<file path="src/rtl/pcl_pkg.sv">
`timescale 1ns/1ps
package pcl_pkg;
  typedef enum logic [1:0] {
    RES_LOCAL = 2'd0,
    RES_FETCH = 2'd1,
    RES_FILL  = 2'd2,
    RES_FLUSH = 2'd3
  } pcl_code_e;
endpackage

</file>
<file path="src/rtl/pcl_table.sv">
`timescale 1ns/1ps
module pcl_table #(
  parameter int NPAGE = 4,
  parameter int LINES = 8,
  parameter int GPN_W = 12,
  localparam int LPN_W = $clog2(NPAGE),
  localparam int LN_W  = $clog2(LINES)
) (
  input  logic                        clk,
  input  logic                        rst_n,
  input  logic                        cfg_we,
  input  logic [LPN_W-1:0]            cfg_lpn,
  input  logic [GPN_W-1:0]            cfg_gpn,
  input  logic                        cfg_en,
  input  logic                        set_v,
  input  logic [LPN_W-1:0]            set_pg,
  input  logic [LN_W-1:0]             set_ln,
  input  logic                        fclr_v,
  input  logic [LPN_W-1:0]            fclr_pg,
  input  logic [LN_W-1:0]             fclr_ln,
  input  logic                        iclr_v,
  input  logic [LPN_W-1:0]            iclr_pg,
  input  logic [LN_W-1:0]             iclr_ln,
  input  logic                        dis_v,
  input  logic [LPN_W-1:0]            dis_pg,
  output logic [NPAGE-1:0]            en_vec,
  output logic [NPAGE-1:0][GPN_W-1:0] gpn_tab,
  output logic [NPAGE-1:0][LINES-1:0] bit_tab
);
  for (genvar i = 0; i < NPAGE; i++) begin : g_page
    logic [LINES-1:0] setm, clrm;
    always_comb begin
      setm = '0;
      clrm = '0;
      if (set_v  && set_pg  == LPN_W'(i)) setm[set_ln]  = 1'b1;
      if (fclr_v && fclr_pg == LPN_W'(i)) clrm[fclr_ln] = 1'b1;
      if (iclr_v && iclr_pg == LPN_W'(i)) clrm[iclr_ln] = 1'b1;
    end
    always_ff @(posedge clk or negedge rst_n) begin
      if (!rst_n) begin
        en_vec[i]  <= 1'b0;
        gpn_tab[i] <= '0;
        bit_tab[i] <= '0;
      end else if (cfg_we && cfg_lpn == LPN_W'(i)) begin
        en_vec[i]  <= cfg_en;
        gpn_tab[i] <= cfg_gpn;
        bit_tab[i] <= '0;
      end else begin
        if (dis_v && dis_pg == LPN_W'(i)) en_vec[i] <= 1'b0;
        bit_tab[i] <= (bit_tab[i] | setm) & ~clrm;
      end
    end
  end
endmodule

</file>
<file path="src/rtl/pcl_rev_match.sv">
`timescale 1ns/1ps
module pcl_rev_match #(
  parameter int NPAGE = 4,
  parameter int GPN_W = 12,
  localparam int LPN_W = $clog2(NPAGE)
) (
  input  logic [NPAGE-1:0]            en_vec,
  input  logic [NPAGE-1:0][GPN_W-1:0] gpn_tab,
  input  logic [GPN_W-1:0]            key,
  output logic                        hit,
  output logic [LPN_W-1:0]            idx
);
  always_comb begin
    hit = 1'b0;
    idx = '0;
    for (int i = NPAGE - 1; i >= 0; i--) begin
      if (en_vec[i] && gpn_tab[i] == key) begin
        hit = 1'b1;
        idx = LPN_W'(i);
      end
    end
  end
endmodule

</file>
<file path="src/rtl/pcl_first_set.sv">
`timescale 1ns/1ps
module pcl_first_set #(
  parameter int W = 8,
  localparam int IW = $clog2(W)
) (
  input  logic [W-1:0]  vec,
  output logic          any,
  output logic [IW-1:0] idx
);
  always_comb begin
    any = |vec;
    idx = '0;
    for (int i = W - 1; i >= 0; i--) begin
      if (vec[i]) idx = IW'(i);
    end
  end
endmodule

</file>
<file path="src/rtl/pcl_lookup.sv">
`timescale 1ns/1ps
module pcl_lookup
  import pcl_pkg::*;
#(
  parameter int NPAGE = 4,
  parameter int LINES = 8,
  parameter int GPN_W = 12,
  localparam int LPN_W = $clog2(NPAGE),
  localparam int LN_W  = $clog2(LINES)
) (
  input  logic             clk,
  input  logic             rst_n,
  input  logic             cfg_we,
  input  logic [LPN_W-1:0] cfg_lpn,
  input  logic [GPN_W-1:0] cfg_gpn,
  input  logic             cfg_en,
  input  logic             flush_req,
  input  logic [LPN_W-1:0] flush_lpn,
  output logic             flush_busy,
  input  logic             inv_valid,
  input  logic [GPN_W-1:0] inv_gpn,
  input  logic [LN_W-1:0]  inv_line,
  input  logic             req_valid,
  output logic             req_ready,
  input  logic [LPN_W-1:0] req_lpn,
  input  logic [LN_W-1:0]  req_line,
  input  logic             fill_valid,
  output logic             fill_ready,
  input  logic [GPN_W-1:0] fill_gpn,
  input  logic [LN_W-1:0]  fill_line,
  output logic             out_valid,
  input  logic             out_ready,
  output logic [1:0]       out_code,
  output logic [LPN_W-1:0] out_lpn,
  output logic [GPN_W-1:0] out_gpn,
  output logic [LN_W-1:0]  out_line,
  output logic             unmapped_err
);
  logic [NPAGE-1:0]            en_vec;
  logic [NPAGE-1:0][GPN_W-1:0] gpn_tab;
  logic [NPAGE-1:0][LINES-1:0] bit_tab;

  logic             busy_q, err_q, ov_q;
  logic [LPN_W-1:0] fl_pg;
  pcl_code_e        code_q;
  logic [LPN_W-1:0] lpn_q;
  logic [GPN_W-1:0] gpn_q;
  logic [LN_W-1:0]  line_q;

  logic             can_emit, fire_fill, fire_req, walk_emit;
  logic             fm_hit, im_hit, fs_any;
  logic [LPN_W-1:0] fm_idx, im_idx;
  logic [LN_W-1:0]  fs_idx;
  logic             r_en, r_bit;

  assign can_emit   = !ov_q || out_ready;
  assign fill_ready = !busy_q && can_emit;
  assign req_ready  = !busy_q && can_emit && !fill_valid;
  assign fire_fill  = fill_valid && fill_ready;
  assign fire_req   = req_valid && req_ready;
  assign walk_emit  = busy_q && can_emit && fs_any;
  assign r_en       = en_vec[req_lpn];
  assign r_bit      = bit_tab[req_lpn][req_line];

  pcl_table #(.NPAGE(NPAGE), .LINES(LINES), .GPN_W(GPN_W)) u_table (
    .clk(clk), .rst_n(rst_n),
    .cfg_we(cfg_we), .cfg_lpn(cfg_lpn), .cfg_gpn(cfg_gpn), .cfg_en(cfg_en),
    .set_v(fire_fill && fm_hit), .set_pg(fm_idx), .set_ln(fill_line),
    .fclr_v(walk_emit), .fclr_pg(fl_pg), .fclr_ln(fs_idx),
    .iclr_v(inv_valid && im_hit), .iclr_pg(im_idx), .iclr_ln(inv_line),
    .dis_v(flush_req && !busy_q), .dis_pg(flush_lpn),
    .en_vec(en_vec), .gpn_tab(gpn_tab), .bit_tab(bit_tab)
  );

  pcl_rev_match #(.NPAGE(NPAGE), .GPN_W(GPN_W)) u_fill_match (
    .en_vec(en_vec), .gpn_tab(gpn_tab), .key(fill_gpn), .hit(fm_hit), .idx(fm_idx)
  );

  pcl_rev_match #(.NPAGE(NPAGE), .GPN_W(GPN_W)) u_inv_match (
    .en_vec(en_vec), .gpn_tab(gpn_tab), .key(inv_gpn), .hit(im_hit), .idx(im_idx)
  );

  pcl_first_set #(.W(LINES)) u_walk (
    .vec(bit_tab[fl_pg]), .any(fs_any), .idx(fs_idx)
  );

  always_ff @(posedge clk or negedge rst_n) begin
    if (!rst_n) begin
      busy_q <= 1'b0;
      fl_pg  <= '0;
      err_q  <= 1'b0;
      ov_q   <= 1'b0;
      code_q <= RES_LOCAL;
      lpn_q  <= '0;
      gpn_q  <= '0;
      line_q <= '0;
    end else begin
      if (busy_q) begin
        if (can_emit && !fs_any) busy_q <= 1'b0;
      end else if (flush_req) begin
        busy_q <= 1'b1;
        fl_pg  <= flush_lpn;
      end
      err_q <= fire_req && !r_en;
      if (walk_emit) begin
        ov_q   <= 1'b1;
        code_q <= RES_FLUSH;
        lpn_q  <= fl_pg;
        gpn_q  <= gpn_tab[fl_pg];
        line_q <= fs_idx;
      end else if (fire_fill && fm_hit) begin
        ov_q   <= 1'b1;
        code_q <= RES_FILL;
        lpn_q  <= fm_idx;
        gpn_q  <= fill_gpn;
        line_q <= fill_line;
      end else if (fire_req && r_en) begin
        ov_q   <= 1'b1;
        code_q <= r_bit ? RES_LOCAL : RES_FETCH;
        lpn_q  <= req_lpn;
        gpn_q  <= gpn_tab[req_lpn];
        line_q <= req_line;
      end else if (out_ready) begin
        ov_q <= 1'b0;
      end
    end
  end

  assign flush_busy   = busy_q;
  assign unmapped_err = err_q;
  assign out_valid    = ov_q;
  assign out_code     = code_q;
  assign out_lpn      = lpn_q;
  assign out_gpn      = gpn_q;
  assign out_line     = line_q;
endmodule

</file>
<file path="config.mk">
export PLATFORM = sky130hd
export DESIGN_NAME = pcl_lookup
export DESIGN_NICKNAME = d
export VERILOG_FILES = /design/src/rtl/pcl_pkg.sv /design/src/rtl/pcl_table.sv /design/src/rtl/pcl_rev_match.sv /design/src/rtl/pcl_first_set.sv /design/src/rtl/pcl_lookup.sv
export SDC_FILE = /design/constraint.sdc
export NUM_CORES = 1
export LEC_CHECK = 0
export BUFFER_PORTS_ARGS = -buffer_cell sky130_fd_sc_hd__buf_2
export CORE_MARGIN = 2
export CORE_UTILIZATION = 54
export CTS_CLUSTER_DIAMETER = 30
export CTS_CLUSTER_SIZE = 25
export DETAILED_ROUTE_END_ITERATION = 10
export PLACE_DENSITY = 0.78
export SLEW_MARGIN = 20
export SYNTH_ARGS = -nofsm -noshare
export SYNTH_HDL_FRONTEND = slang
export SYNTH_SLANG_ARGS = --single-unit
</file>
<file path="constraint.sdc">
create_clock -name clk -period 2.45 [get_ports clk]
set_input_delay 0.3675 -clock clk [delete_from_list [all_inputs] [get_ports clk]]
set_output_delay 0.3675 -clock clk [all_outputs]
set_load 0.1 [all_outputs]
</file>
==> results of run 1 <==
==> where the power goes <==
group / total, W / switching, W / internal, W
Clock: 0.00151 / 0.000712 / 0.000799
Sequential: 0.00258 / 0.000443 / 0.00213
Combinational: 0.00419 / 0.00270 / 0.00149
Total: 0.00828 / 0.00385 / 0.00443
==> flip-flops by register name (all words and copies together), names as in the netlist <==
register / flops
fl_pg: 2
flush_busy: 1
out_code: 2
out_gpn: 12
out_line: 3
out_lpn: 2
out_valid: 1
u_table.bit_tab: 32
u_table.en_vec: 4
u_table.gpn_tab: 48
unmapped_err: 1
==> kinds of logic after synthesis <==
logic type	synth area share (%)
AO/OA/AOI/OAI	13.1
AND/OR/NAND/NOR	11.4
multiplexers	23.0
XOR/XNOR	11.6
buffers and inverters	3.59
flip-flops	37.3
==> cells in the final DEF, fill, tap and decap left out, drive strengths merged, types with 4 or more instances in the layout <==
master	instances
nand4	15
buf	195
nand2	28
or4	5
nor3	10
a21oi	39
nor4	10
xor2	11
nor3b	5
nor2b	5
nand3	18
dfrtp	108
o32ai	12
a211oi	22
mux2	50
o21ai	27
nor2	27
or3	4
mux4	43
nand3b	9
o21bai	5
clkbuf	11
xnor2	85
inv	6
a31oi	12
o221ai	6
mux2i	12
==> how the worst max path moves through the flow <==
stage | to | slack, ns | start
detailed placement | out_gpn[3] | -0.19 | fill_gpn[2]
floorplan | out_line[1] | -0.11 | out_valid
finish | u_table.bit_tab[14] | 0.02 | fl_pg[0]
CTS | u_table.bit_tab[1] | 0.0002 | fl_pg[0]
global route | u_table.bit_tab[14] | -0.08 | fl_pg[0]
global placement | out_gpn[3] | -0.21 | fill_gpn[2]
==> Yosys cell counts, types with 3 or more instances <==
library cell  instances  area [sq um]
nand3b_1              9          67.6
dfrtp_1             108          2700
nor2b_1               5          31.3
nor4_1                8          50.1
a31oi_1              11          68.8
mux2_2               50           563
mux4_1                4           105
or3_1                 4          25.0
nor3_1               10          50.1
nor2_1               27           101
clkbuf_1             37           139
and2_1                3          18.8
buf_2                10          50.1
o221ai_1              6          52.6
mux4_2               39           878
a21oi_1              38           190
o32ai_1              12           105
buf_1                 6          22.5
nand2_1              28           105
xnor2_1              85           744
or4_1                 5          37.5
xor2_1               11          96.3
nand2b_1              3          18.8
o21ai_0              27           135
a211oi_1             22           165
nand4_1              15          93.8
o21bai_1              5          37.5
nor3b_1               5          37.5
nand3_1              18          90.1
inv_1                 5          18.8
mux2i_1              12           120
==> per-stage QoR <==
stage / std cells / total power [W] / worst slack, ns / hold slack [ns] / util, %
4_1_cts: 986 / 0.00810 / 0.000181 / 0.0269 / 67.9
5_1_grt: 991 / 0.00853 / -0.0817 / 0.0466 / 70.7
6_report: 991 / 0.00828 / 0.0220 / 0.00560 / 70.7
3_5_place_dp: 965 / 0.00648 / -0.191 / 0.415 / 64.7
3_3_place_gp: 965 / 0.00643 / -0.206 / 0.401 / 64.7
2_1_floorplan: 660 / 0.00525 / -0.106 / 0.0719 / -
==> cell type report <==
cell class / count / area [sq um] / share of cell area (%)
tap: 176 / 220 / 2.36
inverter: 5 / 18.8 / 0.201
multi-input combinational: 491 / 4720 / 50.6
timing repair buffer: 195 / 1360 / 14.6
clock buffer: 11 / 233 / 2.50
clock inverter: 5 / 61.3 / 0.658
sequential: 108 / 2710 / 29.1
==> critical path: stages (launching register included) <==
cell	delay [ns]
dfrtp_2	0.41
buf_6	0.11
mux4_2	0.54
nor4_4	0.41
buf_4	0.20
buf_6	0.09
nand3b_1	0.21
nor2b_4	0.24
a211oi_2	0.09
==> routing by layer <==
layer / share of wire (%) / up-vias
met5: 0 / -
met4: 3.4 / 0
met3: 11 / 72
met2: 46 / 449
met1: 40 / 3373
li1: - / 2799
==> timing repair <==
item                                    CTS  global route
pin swaps                                 8            16
cloned                                    0             0
gates resized for setup                  22            77
endpoints found under the setup margin   49            49
buffers inserted                          5             5
==> results.py, run 1 <==
metrics = {
    "global_routing": {
        "busiest_layer": "met2",
        "grt-ovfl-total": 0,
        "met3_usage_pct": 9.98,
        "grt_start_max_net_pins": 52,
        "antenna_found_initial": 0,
        "use_met1_pct": 53.4,
        "grt_use_total_pct": 38.2,
        "use_met2_pct": 58.9,
        "grt_pass1_wl_um": 40600,
        "grt_pass1_vias": 6772,
    },
    "placement": {
        "io_buffers": 83,
        "place.detailed.hpwl_um": 19500,
        "place_area_sq_um": 8540,
        "place_congestion": 1.08,
    },
    "setup_path": {
        "cp_max_fo": 4,
        "critPathRequiredTime_ns": 2.70,
        "start_kind": "register",
        "r2r_slack_ns": 0.02,
        "arrival_ns": 2.67,
        "timing_worst_setup_path_type": "reg -> reg",
        "critPathCaptureType": "register",
        "r2r_end": "u_table.bit_tab[14]",
        "timing.rr.start": "fl_pg[0]",
        "rr_worst_depth": 8,
    },
    "final_layout": {
        "drive_gt1_share_pct": 48.3,
        "n_antenna_cell": 0,
        "nNetsFinal": 870,
        "fillers": 967,
        "fin_area_sq_um": 9320,
        "area_growth_syn_to_layout_pct": 28.7,
    },
    "detailed_routing": {
        "antenna_left": 0,
        "avgViaCountPerCell": 6.75,
        "drc_errors": 0,
        "drt_first_iter_violations": 794,
        "firstDrtPassIters": 6,
        "wire_per_inst_um": 26.8,
        "drt_wl_total_um": 26600,
        "vias": 6693,
    },
    "job": {
        "max_cap_viol_count": 0,
    },
    "yosys": {
        "synth_top_flop_cell": "dfrtp_1",
        "async_flop_share_pct": 100,
        "synth_seq_area_share_pct": 37.3,
        "ys_ff_latch": 108,
        "synth_cells": 660,
        "synth_cell_types": 56,
        "netlist_area_sq_um": 7240,
        "synth_nets": 720,
        "ys_warn_count": 0,
        "synth_edf_count": 0,
        "avgSynthCellArea_sq_um": 11.0,
    },
    "timing": {
        "fmax_ghz": 0.412,
        "slew_headroom_pct": 59.1,
        "fin_worst_skew_ns": 0.00988,
        "setup_viol": 0,
        "fin_crit_ns": 2.43,
        "slew_viol_final": 0,
        "finalCritPeriodShare_pct": 99.1,
        "tightest_slew_ns": 0.613,
        "hold_violations": 0,
        "rsz0062_at_grt": "yes",
        "tns_ns": 0,
    },
    "floorplanning": {
        "num_io_pins": 84,
        "start_util_pct": 54.9,
        "dieArea_sq_um": 14400,
        "coreArea_sq_um": 13200,
        "die_h_um": 120,
        "die_w_um": 120,
        "rows": 42,
    },
    "power_and_ir_drop": {
        "powerDensity_nw_per_um2": 888,
        "p_leak_nw": 3.80,
        "ir_worst_vdd_mv": 0.631,
    },
    "clocking": {
        "holdBufCountCts": 0,
        "clk_latency_ns": 0.36,
        "cts_tree": "done",
        "cts_buffers": 9,
        "clockBufferDepth": 2,
        "cts.sinks": 108,
        "clkSlewWorstSetupHoldPaths_ns": 0.08,
        "root_buffer": "clkbuf_16",
        "cts_htree_levels": 3,
    },
    "hold_path": {
        "hold_path.class": "in -> async",
    },
    "status": {
        "outcome": "complete, no violations",
    },
}
(Power assumes the default switching activity.)
==> run 2: changes to the inputs <==
RECOVER_POWER = 50   (was default)
==> results.py, run 2 (synthesis gave the netlist of run 1 again) <==
metrics = {
    "status": {
        "outcome": "complete, no violations",
    },
    "detailed_routing": {
        "vias": 6648,
        "avgViaCountPerCell": 6.71,
        "drt_first_iter_violations": 751,
        "firstDrtPassIters": 6,
        "drt_wl_total_um": 26600,
        "drc_errors": 0,
        "wire_per_inst_um": 26.8,
        "antenna_left": 0,
    },
    "final_layout": {
        "fillers": 972,
        "largest_register": "u_table.gpn_tab",
        "drive_gt1_share_pct": 48.2,
        "final_cells": 991,
        "final_common_cell": "dfrtp_1",
        "area_growth_syn_to_layout_pct": 28.4,
        "largest_reg_flops": 48,
        "nNetsFinal": 870,
        "final_cell_mix": "dfrtp_1 (102), buf_4 (96), buf_2 (83), xnor2_1 (76), mux2_2 (50)",
        "n_antenna_cell": 0,
    },
    "floorplanning": {
        "coreArea_sq_um": 13200,
        "die_w_um": 120,
        "num_io_pins": 84,
        "die_h_um": 120,
        "start_util_pct": 54.9,
        "rows": 42,
        "dieArea_sq_um": 14400,
    },
    "power_and_ir_drop": {
        "powerDensity_nw_per_um2": 889,
        "pwr-share-comb_pct": 50.6,
        "clkPwrFrac_pct": 18.3,
        "p_leak_nw": 3.79,
        "internal_power_w": 0.00442,
        "p_seq_share_pct": 31.1,
        "p_sw_w": 0.00385,
        "switching_share_pct": 46.6,
        "ir_worst_vdd_mv": 0.631,
    },
    "hold_path": {
        "hold_path.class": "in -> async",
    },
    "clocking": {
        "cts_buffers": 9,
        "holdBufCountCts": 0,
        "cts_htree_levels": 3,
        "clk_latency_ns": 0.37,
        "clkSlewWorstSetupHoldPaths_ns": 0.08,
        "clockBufferDepth": 2,
        "cts.sinks": 108,
        "cts_tree": "done",
        "root_buffer": "clkbuf_16",
    },
    "timing": {
        "slew_viol_final": 0,
        "fin_crit_ns": 2.43,
        "finalCritPeriodShare_pct": 99.3,
        "rsz0062_at_grt": "yes",
        "hold_violations": 0,
        "fin_worst_skew_ns": 0.0108,
        "fmax_ghz": 0.411,
        "tightest_slew_ns": 1.25,
        "slew_headroom_pct": 16.7,
        "setup_viol": 0,
        "hold_ws_ns": 0.215,
    },
    "placement": {
        "place.detailed.hpwl_um": 19500,
        "io_buffers": 83,
        "place_inst": 965,
        "place_congestion": 1.08,
    },
    "global_routing": {
        "grt_pass1_vias": 6772,
        "busiest_layer": "met2",
        "grt_start_max_net_pins": 52,
        "grt-ovfl-total": 0,
        "grt_use_total_pct": 38.2,
        "use_met2_pct": 58.9,
        "grt_pass1_wl_um": 40600,
        "met3_usage_pct": 9.98,
        "antenna_found_initial": 0,
        "use_met1_pct": 53.4,
    },
    "setup_path": {
        "arrival_ns": 2.68,
        "r2r_slack_ns": 0.02,
        "critPathRequiredTime_ns": 2.70,
        "r2r_end": "u_table.bit_tab[14]",
        "critPathCaptureType": "register",
        "timing_worst_setup_path_type": "reg -> reg",
        "crit_path_start": "fl_pg[0]",
        "cp_max_fo": 4,
        "timing.rr.start": "fl_pg[0]",
        "start_kind": "register",
        "rr_worst_depth": 8,
        "worstSetupEndpoint": "u_table.bit_tab[14]",
    },
    "job": {
        "max_cap_viol_count": 0,
    },
}
==> run 2: cell count changes in the layout (fill, tap and decap cells not counted) <==
cell and change:
clkbuf_2 +1, buf_2 +1, clkbuf_1 +1, buf_4 -2, buf_12 -1
==> run 2: repair_timing <==
| item | CTS | global route |
|---|---|---|
| endpoints found under the hold margin | 0 | 0 |
| resized for setup | 22 | 77 |
| pin swaps | 8 | 16 |
| buffers inserted | 5 | 5 |
| setup endpoints to repair | 49 | 49 |
==> run 2: worst min-delay path by stage <==
stage	endpoint	slack, ns	cells after the start
final	unmapped_err	0.21	1
after global routing	unmapped_err	0.24	3
after CTS	unmapped_err	0.03	1
after detailed placement	unmapped_err	0.41	1
after global placement	unmapped_err	0.40	1
after floorplan	fl_pg[0]	0.07	0
==> run 2: area by class of cell <==
type	count	area [sq um]	area share (%)
multi-input combinational	491	4720	50.7
timing repair buffer	195	1340	14.4
clock inverter	5	61.3	0.659
sequential	108	2710	29.2
clock buffer	11	233	2.50
inverter	5	18.8	0.202
tap	176	220	2.37
==> run 2: per-stage QoR <==
step	util, %	power (W)	setup WS [ns]	TNS (ns)	instance area, sq um
CTS	67.9	0.00810	0.000181	0	8950
finish	70.5	0.00827	0.0163	0	9300
global placement	64.7	0.00643	-0.206	-1.80	8540
global route	70.5	0.00852	-0.0817	-1.54	9300
detailed placement	64.7	0.00648	-0.191	-2.99	8540
floorplan	-	0.00525	-0.106	-1.58	7320
==> run 2: power by group through the flow <==
| stage | clock (W) | combinational (W) | sequential [W] |
|---|---|---|---|
| 6_report | 0.00151 | 0.00418 | 0.00257 |
| 5_1_grt | 0.00158 | 0.00433 | 0.00261 |
| 4_1_cts | 0.00152 | 0.00403 | 0.00255 |
| 3_5_place_dp | 0 | 0.00390 | 0.00258 |
| 3_3_place_gp | 0 | 0.00386 | 0.00256 |
| 2_1_floorplan | 0 | 0.00159 | 0.00366 |
==> run 2: critical path: stages (launching register included) <==
cell	delay [ns]
dfrtp_2	0.41
buf_6	0.11
mux4_2	0.54
nor4_4	0.41
buf_4	0.20
buf_6	0.09
nand3b_1	0.21
nor2b_4	0.24
a211oi_2	0.09
==> run 2: routing by layer <==
layer,up-vias,share of wire [%]
met5,-,0
met4,0,3.5
met3,83,11
met2,454,45
met1,3318,40
li1,2793,-
